==> config.mk <==
export PLATFORM = sky130hd
export DESIGN_NAME = pgap_downlink_mod
export DESIGN_NICKNAME = d
export VERILOG_FILES = /design/src/rtl/pgap_pkg.sv /design/src/rtl/pgap_ontime.sv /design/src/rtl/pgap_interval.sv /design/src/rtl/pgap_downlink_mod.sv
export SDC_FILE = /design/constraint.sdc
export NUM_CORES = 1
export LEC_CHECK = 0
export CAP_MARGIN = 20
export CORE_MARGIN = 4
export CORE_UTILIZATION = 49
export DETAILED_ROUTE_END_ITERATION = 7
export PLACE_DENSITY = 0.77
export SLEW_MARGIN = 20
export SYNTH_ARGS = -nofsm -noshare
export SYNTH_HDL_FRONTEND = slang
export SYNTH_SLANG_ARGS = --single-unit
==> constraint.sdc <==
create_clock -name clk -period 2.2 [get_ports clk]
set_input_delay 0.44 -clock clk [delete_from_list [all_inputs] [get_ports clk]]
set_output_delay 0.44 -clock clk [all_outputs]
set_load 0.01 [all_outputs]
==> src/rtl/pgap_pkg.sv <==
package pgap_pkg;

    typedef enum logic [1:0] {
        DL_FIXED    = 2'd0,
        DL_LONGREF  = 2'd1,
        DL_LEADZERO = 2'd2,
        DL_DIBIT    = 2'd3
    } dl_mode_e;

    typedef enum logic [2:0] {
        ST_IDLE,
        ST_START_GAP,
        ST_REF_ON,
        ST_SYM_ON,
        ST_WRITE_GAP,
        ST_READ_GAP
    } pg_state_e;

    function automatic int pgap_max(input int a, input int b);
        return (a > b) ? a : b;
    endfunction

endpackage

==> src/rtl/pgap_ontime.sv <==
// Selects the field-on duration of the next pulse from mode and bit values.
module pgap_ontime
    import pgap_pkg::*;
#(
    parameter int CNT_W       = 9,
    parameter int T_ZERO      = 18,
    parameter int T_ONE       = 50,
    parameter int T_ONE_LZ    = 40,
    parameter int T_D01       = 34,
    parameter int T_D10       = 50,
    parameter int T_D11       = 66,
    parameter int T_REF_EXTRA = 136
) (
    input  dl_mode_e         mode,
    input  logic             first_bit,
    input  logic             second_bit,
    input  logic             pick_ref,
    output logic [CNT_W-1:0] on_len
);

    always_comb begin
        on_len = CNT_W'(T_ZERO);
        if (pick_ref) begin
            on_len = CNT_W'(T_ZERO + T_REF_EXTRA);
        end else begin
            unique case (mode)
                DL_DIBIT: begin
                    unique case ({first_bit, second_bit})
                        2'b00: on_len = CNT_W'(T_ZERO);
                        2'b01: on_len = CNT_W'(T_D01);
                        2'b10: on_len = CNT_W'(T_D10);
                        2'b11: on_len = CNT_W'(T_D11);
                        default: on_len = CNT_W'(T_ZERO);
                    endcase
                end
                DL_LEADZERO: on_len = first_bit ? CNT_W'(T_ONE_LZ) : CNT_W'(T_ZERO);
                default:     on_len = first_bit ? CNT_W'(T_ONE) : CNT_W'(T_ZERO);
            endcase
        end
    end

endmodule

==> src/rtl/pgap_interval.sv <==
// Down-counter of carrier ticks; flags the tick that ends the interval.
module pgap_interval #(
    parameter int CNT_W = 9
) (
    input  logic             clk,
    input  logic             rst_n,
    input  logic             tick,
    input  logic             load,
    input  logic [CNT_W-1:0] load_val,
    output logic             expire
);

    logic [CNT_W-1:0] cnt_q;

    always_ff @(posedge clk) begin
        if (!rst_n) begin
            cnt_q <= '0;
        end else if (load) begin
            cnt_q <= load_val;
        end else if (tick && (cnt_q != '0)) begin
            cnt_q <= cnt_q - 1'b1;
        end
    end

    assign expire = tick && (cnt_q == CNT_W'(1));

    // every interval loaded is at least one tick long
    a_r2_load_nonzero: assert property (@(posedge clk) disable iff (!rst_n)
        load |-> (load_val != '0));

    // without a tick the count holds
    a_r12_count_holds: assert property (@(posedge clk) disable iff (!rst_n)
        (!tick && !load) |=> $stable(cnt_q));

endmodule

==> src/rtl/pgap_downlink_mod.sv <==
module pgap_downlink_mod
    import pgap_pkg::*;
#(
    parameter int MAX_BITS    = 80,
    parameter int T_START     = 31,
    parameter int T_WGAP      = 20,
    parameter int T_ZERO      = 18,
    parameter int T_ONE       = 50,
    parameter int T_ONE_LZ    = 40,
    parameter int T_D01       = 34,
    parameter int T_D10       = 50,
    parameter int T_D11       = 66,
    parameter int T_REF_EXTRA = 136,
    parameter int T_READ      = 15,
    localparam int LEN_W      = $clog2(MAX_BITS + 1)
) (
    input  logic                clk,
    input  logic                rst_n,
    input  logic                tick,
    input  logic                start,
    input  logic [MAX_BITS-1:0] frame,
    input  logic [LEN_W-1:0]    frame_len,
    input  logic [1:0]          mode,
    input  logic                read_hold,
    output logic                carrier_en,
    output logic                busy,
    output logic                done
);

    localparam int LONGEST = pgap_max(pgap_max(pgap_max(T_START, T_WGAP),
                                               pgap_max(T_ZERO + T_REF_EXTRA, T_READ)),
                                      pgap_max(pgap_max(T_ONE, T_ONE_LZ),
                                               pgap_max(T_D01, pgap_max(T_D10, T_D11))));
    localparam int CNT_W = $clog2(LONGEST + 1);

    pg_state_e           state_q, state_d;
    logic [MAX_BITS-1:0] frame_q;
    logic [LEN_W-1:0]    rem_q;
    dl_mode_e            mode_q;
    logic                hold_q;
    logic                done_q;

    logic                load;
    logic [CNT_W-1:0]    load_val;
    logic                expire;
    logic [CNT_W-1:0]    on_len;
    logic                pick_ref;
    logic                accept;
    logic                shift;
    logic                finish;
    logic                more;
    logic [LEN_W-1:0]    step;
    logic [LEN_W-1:0]    len_clamped;

    assign pick_ref    = (state_q == ST_START_GAP) && (mode_q == DL_LONGREF);
    assign step        = (mode_q == DL_DIBIT) ? LEN_W'(2) : LEN_W'(1);
    assign more        = (mode_q == DL_DIBIT) ? (rem_q >= LEN_W'(2)) : (rem_q != '0);
    assign len_clamped = (frame_len > LEN_W'(MAX_BITS)) ? LEN_W'(MAX_BITS) : frame_len;

    pgap_ontime #(
        .CNT_W(CNT_W), .T_ZERO(T_ZERO), .T_ONE(T_ONE), .T_ONE_LZ(T_ONE_LZ),
        .T_D01(T_D01), .T_D10(T_D10), .T_D11(T_D11), .T_REF_EXTRA(T_REF_EXTRA)
    ) u_ontime (
        .mode      (mode_q),
        .first_bit (frame_q[0]),
        .second_bit(frame_q[1]),
        .pick_ref  (pick_ref),
        .on_len    (on_len)
    );

    pgap_interval #(.CNT_W(CNT_W)) u_interval (
        .clk     (clk),
        .rst_n   (rst_n),
        .tick    (tick),
        .load    (load),
        .load_val(load_val),
        .expire  (expire)
    );

    // Next-state and interval-load decisions
    always_comb begin
        state_d  = state_q;
        load     = 1'b0;
        load_val = '0;
        accept   = 1'b0;
        shift    = 1'b0;
        finish   = 1'b0;
        unique case (state_q)
            ST_IDLE: begin
                if (start) begin
                    accept   = 1'b1;
                    state_d  = ST_START_GAP;
                    load     = 1'b1;
                    load_val = CNT_W'(T_START);
                end
            end
            ST_START_GAP, ST_WRITE_GAP: begin
                if (expire) begin
                    if (pick_ref || more) begin
                        state_d  = pick_ref ? ST_REF_ON : ST_SYM_ON;
                        load     = 1'b1;
                        load_val = on_len;
                    end else if (hold_q) begin
                        state_d  = ST_READ_GAP;
                        load     = 1'b1;
                        load_val = CNT_W'(T_READ);
                    end else begin
                        state_d = ST_IDLE;
                        finish  = 1'b1;
                    end
                end
            end
            ST_REF_ON, ST_SYM_ON: begin
                if (expire) begin
                    state_d  = ST_WRITE_GAP;
                    load     = 1'b1;
                    load_val = CNT_W'(T_WGAP);
                    shift    = (state_q == ST_SYM_ON);
                end
            end
            ST_READ_GAP: begin
                if (expire) begin
                    state_d = ST_IDLE;
                    finish  = 1'b1;
                end
            end
            default: state_d = ST_IDLE;
        endcase
    end

    // State and captured-frame registers
    always_ff @(posedge clk) begin
        if (!rst_n) begin
            state_q <= ST_IDLE;
            frame_q <= '0;
            rem_q   <= '0;
            mode_q  <= DL_FIXED;
            hold_q  <= 1'b0;
            done_q  <= 1'b0;
        end else begin
            state_q <= state_d;
            done_q  <= finish;
            if (accept) begin
                frame_q <= frame;
                rem_q   <= len_clamped;
                mode_q  <= dl_mode_e'(mode);
                hold_q  <= read_hold;
            end else if (shift) begin
                frame_q <= (mode_q == DL_DIBIT) ? (frame_q >> 2) : (frame_q >> 1);
                rem_q   <= rem_q - step;
            end
        end
    end

    // Outputs decoded from state
    always_comb begin
        carrier_en = 1'b0;
        busy       = 1'b1;
        unique case (state_q)
            ST_IDLE:                          busy       = 1'b0;
            ST_REF_ON, ST_SYM_ON, ST_READ_GAP: carrier_en = 1'b1;
            default:                          carrier_en = 1'b0;
        endcase
        done = done_q;
    end

    // done comes right after busy falls
    a_r9_done_after_busy: assert property (@(posedge clk) disable iff (!rst_n)
        done |-> (!busy && $past(busy)));

    // captured mode and read request stay put while busy
    a_r10_capture_stable: assert property (@(posedge clk) disable iff (!rst_n)
        busy |=> (!busy || ($stable(mode_q) && $stable(hold_q))));

    // the field only toggles on a carrier tick while busy
    a_r12_edge_on_tick: assert property (@(posedge clk) disable iff (!rst_n)
        (busy && !tick) |=> $stable(carrier_en));

    // a dibit symbol always has two bits left
    a_r6_dibit_pair: assert property (@(posedge clk) disable iff (!rst_n)
        (state_q == ST_SYM_ON && mode_q == DL_DIBIT) |-> (rem_q >= LEN_W'(2)));

    // the reference pulse appears only in long-reference mode
    a_r7_ref_mode: assert property (@(posedge clk) disable iff (!rst_n)
        (state_q == ST_REF_ON) |-> (mode_q == DL_LONGREF));

    // read gap only when requested
    a_r8_read_requested: assert property (@(posedge clk) disable iff (!rst_n)
        (state_q == ST_READ_GAP) |-> hold_q);

endmodule

; Word-level counts from Yosys, hierarchy flattened
; Cells that the tools add are included.
[totals]
reg_bits = 102
in_bits = 94
out_inout_bits = 3
elab_cells = 85
[classes]
addsub = 2
order_cmp = 2
eq_ne = 16
mux = 44
reduce_logical = 14
[op_table]
columns = op, count
row1 = $mux 80, 2
row2 = $mux 79, 1
row3 = $mux 8, 5
row4 = $pmux 8 s4, 1
row5 = $pmux 8 s3, 1
row6 = $mux 7, 3
row7 = $mux 3, 6
row8 = $pmux 8 s2, 1
row9 = $mux 1, 15
row10 = $mux 6, 2
row11 = $pmux 3 s4, 1
row12 = $mux 5, 2
row13 = $eq 2x2->1 const B, 4
row14 = $eq 8x1->1 const B, 1
row15 = $ne 2x2->1 const B, 4
row16 = $reduce_bool 8->1, 1
row17 = $sub 8x1->8 const B, 1
row18 = $ge 7x2->1 const B, 1
row19 = $gt 7x7->1 const B, 1
row20 = $reduce_bool 7->1, 1
row21 = $sub 7x2->7, 1
row22 = $eq 3x2->1 const B, 2
row23 = $eq 3x3->1 const B, 2
row24 = $eq 2x1->1 const B, 2
row25 = 13 further kinds, 17

; Longest topological paths before layout
[logic_depth]
word_depth = 8
mapped_depth = 9
ltp_nobuf = 7

; Hierarchy
; A second synthesis with hierarchy kept.
[unflattened]
hier_cells = 840
area_unflattened_um2 = 5962.0
[by_module_without_submodules]
columns = mod, n_inst, cells_per_inst, area_each_um2, seq_area_each_um2
row1 = pgap_downlink_mod, 1, 753, 5247.5, 1881.8
row2 = pgap_interval, 1, 68, 569.3, 160.2
row3 = pgap_ontime, 1, 19, 145.1, 0.0

; Least setup slack after synthesis
; OpenSTA, ideal clock, no wires.
[synth_timing]
path_kind = register to register
start = register rem_q[3]
end = register u_interval.cnt_q[0]
setup_ns = 0.074
arrival_ns = 2.139
required_ns = 2.126
path_slack_ns = -0.014
stages_incl_launch_ff = 6
path_buffers = 0
period_less_slack_ns = 2.214
cell_sequence = dfxtp_1 -> or4_4 -> a2111o_1 -> o31a_4 -> or3_1 -> a31oi_1
[synth_via]
elab_chain_len = 7
elab_cells_between_ends = 12
cone_classes = order compare (1) / mux (8) / reduce/logical (3)
[synth_lines]
columns = item, line
row1 = start: declaration, pgap_downlink_mod.sv:38  ; logic [LEN_W-1:0] rem_q;
row2 = start signal: assignment, pgap_downlink_mod.sv:145  ; rem_q <= len_clamped;
row3 = start signal: assignment, pgap_downlink_mod.sv:150  ; rem_q <= rem_q - step;
row4 = $ge 7x2->1 / $reduce_bool 7->1 (equally long branches), pgap_downlink_mod.sv:57  ; assign more = (mode_q == DL_DIBIT) ? (rem_q >= LEN_W'(2)) : (rem_q != '0);
row5 = $mux 1 (*), pgap_downlink_mod.sv:57
row6 = $logic_or 1x1->1 (*), pgap_downlink_mod.sv:99  ; if (pick_ref || more) begin
row7 = $mux 8 / $mux 1 (equally long branches), pgap_downlink_mod.sv:99
row8 = $mux 8 / $mux 1 (equally long branches), pgap_downlink_mod.sv:98  ; if (expire) begin
row9 = $pmux 8 s3 / $pmux 1 s3 (equally long branches), pgap_downlink_mod.sv:88  ; unique case (state_q)
row10 = $mux 8 / $reduce_bool 2->1 (equally long branches), --
row11 = end signal: assignment, pgap_interval.sv:19  ; cnt_q <= load_val;
row12 = end signal: assignment, pgap_interval.sv:21  ; cnt_q <= cnt_q - 1'b1;
row13 = end: declaration, pgap_interval.sv:13  ; logic [CNT_W-1:0] cnt_q;
; Mark *: on every way between the ends. The rest lies on a longest branch, timed or not.
; A chain may end at the register's enable or synchronous reset.

; Worst setup path in the final report
[layout_timing]
start = register rem_q[3]
end = register u_interval.cnt_q[4]
; Same word-level chain as after synthesis.

==> results.cfg <==
[run_status]
status = completed

[setup_path]
cp.required_ps = 2420
cp.depth = 6
cp_max_fo = 7
crit_family = simple AND/OR/NAND/NOR gates
cp_num_buf_inv = 1
cp_slowest_cell = or4_4
cp_slowest_stage_delay_ps = 540
r2r-end = u_interval.cnt_q[4]$_SDFFE_PN0P_
path_cells = or4_4, a2111o_1, o31a_4, buf_4, nor4_4, nor3_1
crit_end = u_interval.cnt_q[4]$_SDFFE_PN0P_
r2r_start = rem_q[3]$_SDFFE_PN0P_
crit_start = rem_q[3]$_SDFFE_PN0P_
ff2ff_path_depth = 6
cp-start-kind = flop
critPathArrivalTime_ps = 2420
r2r_slack_ps = 3
cp-end-kind = flop
crit_type = reg -> reg

[job]
max_cap_violations = 0

[final_layout]
drive_gt1_frac = 0.1045
stdcell_count = 1071
seq_area_mm2 = 0.002047
multi_input_area_mm2 = 0.003473
antenna_cells = 0
num-fill-cells = 1002
fin_nets = 1026
area_growth_pct = 30.77
finalInstanceArea_mm2 = 0.007572

[die]
io_pins = 97
coreArea_mm2 = 0.01152
die_h_um = 116.7
dieWidth_um = 116.7
rows = 39
die-area_mm2 = 0.01362
start_util = 0.5028

[place]
pre_cts_slack_ps = -100.2
dpl_cell_area_mm2 = 0.007213
place_inst = 1053
port_buffers = 96
gp_congestion = 0.8646
place_hpwl_mm = 11.04

[timing]
drv_slew = 0
min_period_ps = 2197
post-route-period-util = 0.9987
max-slew-margin-rel = 0.5736
tightest_slew_ps = 634.8
max_freq_mhz = 455.1
worst_hold_slack_ps = 492.8
setup_ws_ps = 2.904
finClkSkew_ps = 8.163
rsz0062_at_grt = yes
tns_ps = 0
finalSetupViolations = 0
hold_violations = 0

[clocking]
cts_made_buffers = 9
worstSkewPairLatency_ps = 340
cts_sinks = 102
path_clk_slew_ps = 70
htree_levels = 3
hold_buffers = 0
cts.path.max_buffers = 2
cts_root_buffer = clkbuf_16
cts_tree = built

[synthesis]
synth_area_leaders = dfxtp_1 35%, nand2_1 17%, o211ai_1 11%
syn_nets = 928
synthCells = 825
synth.distinct_cells = 60
synth-edff-count = 0
yosysTopAreaCell = dfxtp_1
synthTopCellsByCount = 256 x nand2_1, 102 x dfxtp_1, 95 x a21oi_1
yosys.cell_count.top_type = nand2_1
synthesis.area_mm2 = 0.005791
ys_ff_latch = 102
ys_seq_area_frac = 0.3526
ys_warn_count = 0
ys.flop_type = dfxtp_1
synth_top_area_share = 0.3526
synthArstFlopShare = 0
avgSynthCellArea_um2 = 7.019

[global_route]
grt_pass1_vias = 5780
grt_first_pass_wirelength_mm = 25.84
gr-total-overflow = 0
grt_max_degree = 82
antenna_found_initial = 0
grt_usage = 0.2304

[pwr]
ir_drop_v = 0.0003539
leakage_nw = 2.510
powerDensity_mw_per_mm2 = 604.7

[min_path]
hp-class = reg -> reg
min_path_cells = 2

[drt]
ant_nets = 0
wl_per_cell_um = 14.83
vias = 6213
drt_first_pass_iters = 6
drt-initial-drc-count = 655
viasPerCell = 5.801
drcViolationCount = 0
wl_mm = 15.88
[logic make-up (layout without fill, tap and decap cells)]
kind of cell               Yosys count  in the layout  share of synthesized area
buffers and inverters               84            187                    0.05704
DFF                                102            102                     0.3526
and+or+nand+nor                    401            401                     0.3075
adders and majority gates           10             10                    0.02247
xor gates and xnor gates             7              7                    0.01059
AOI/OAI and AO/OA                  219            219                     0.2463
muxes                                2              2                   0.003457
[per-layer routing]
metal	global-route usage	vias up	share of wire
li1	-	3113	-
met2	0.3895	189	0.48
met1	0.2992	2894	0.45
met5	0	-	0
met4	0.06498	0	0.014
met3	0.04560	17	0.053
[sequential cells by signal, summed over array words and instances, names as in the netlist]
| register | count |
|---|---|
| done | 1 |
| rem_q | 7 |
| frame_q | 80 |
| u_interval.cnt_q | 8 |
| hold_q | 1 |
| mode_q | 2 |
| state_q | 3 |
[power breakdown]
group          total [mW]  internal (mW)  switching, mW  leakage (nW)
registers            2.09           1.98          0.112         0.838
logic               0.975          0.497          0.478          1.54
clock network        1.51          0.834          0.681         0.133
[worst min-delay path by stage]
stage                        startpoint                        to  slack [ps]
2_1_floorplan  frame_q[79]$_SDFFE_PN0P_  frame_q[79]$_SDFFE_PN0P_         460
3_3_place_gp   frame_q[78]$_SDFFE_PN0P_  frame_q[78]$_SDFFE_PN0P_         480
3_5_place_dp   frame_q[79]$_SDFFE_PN0P_  frame_q[79]$_SDFFE_PN0P_         480
4_1_cts        frame_q[79]$_SDFFE_PN0P_  frame_q[79]$_SDFFE_PN0P_         490
5_1_grt        frame_q[79]$_SDFFE_PN0P_  frame_q[79]$_SDFFE_PN0P_         520
6_report       frame_q[79]$_SDFFE_PN0P_  frame_q[79]$_SDFFE_PN0P_         490
[tightest hold or removal path, stage by stage (launching register included)]
cell     delay [ps]
dfxtp_1         320
nand3_1          70
a21oi_1          60
[cell type report]
type / instances / area share
inverters: 13 / 0.006444
repair buffers: 158 / 0.2039
flip-flops and latches: 102 / 0.2703
clock buffers: 14 / 0.03486
clock inverters: 2 / 0.002148
multi-input cells: 639 / 0.4587
well taps: 143 / 0.02363
[placed cells by master, fill, tap and decap left out, drive strengths merged, types with 3 or more instances in the layout]
cell type	synthesis	final
nand2	256	256
dfxtp	102	102
a21oi	95	95
clkdlybuf4s50	0	95
nand3	84	84
o211ai	81	81
buf	26	62
nor3	14	14
clkbuf	45	14
inv	13	13
nor2	11	11
o21ai	9	9
ha	8	8
a211oi	8	8
nor4	8	8
or3	6	6
xnor2	4	4
nor2b	4	4
nand2b	3	3
nand3b	3	3
o21a	3	3
xor2	3	3
nand4	3	3
[through the flow]
stage | power (mW) | util
after detailed placement | 3.057 | 0.6264
after CTS | 4.582 | 0.6507
after global routing | 4.790 | 0.6575
final | 4.579 | 0.6575
after floorplan | 2.619 | -
after global placement | 3.032 | 0.6264
[repair_timing]
action                     CTS  global route
pin swaps                    0             3
resized for setup            2            19
setup endpoints to repair    1            34
buffers inserted             0             2
(Power assumes the default switching activity.)
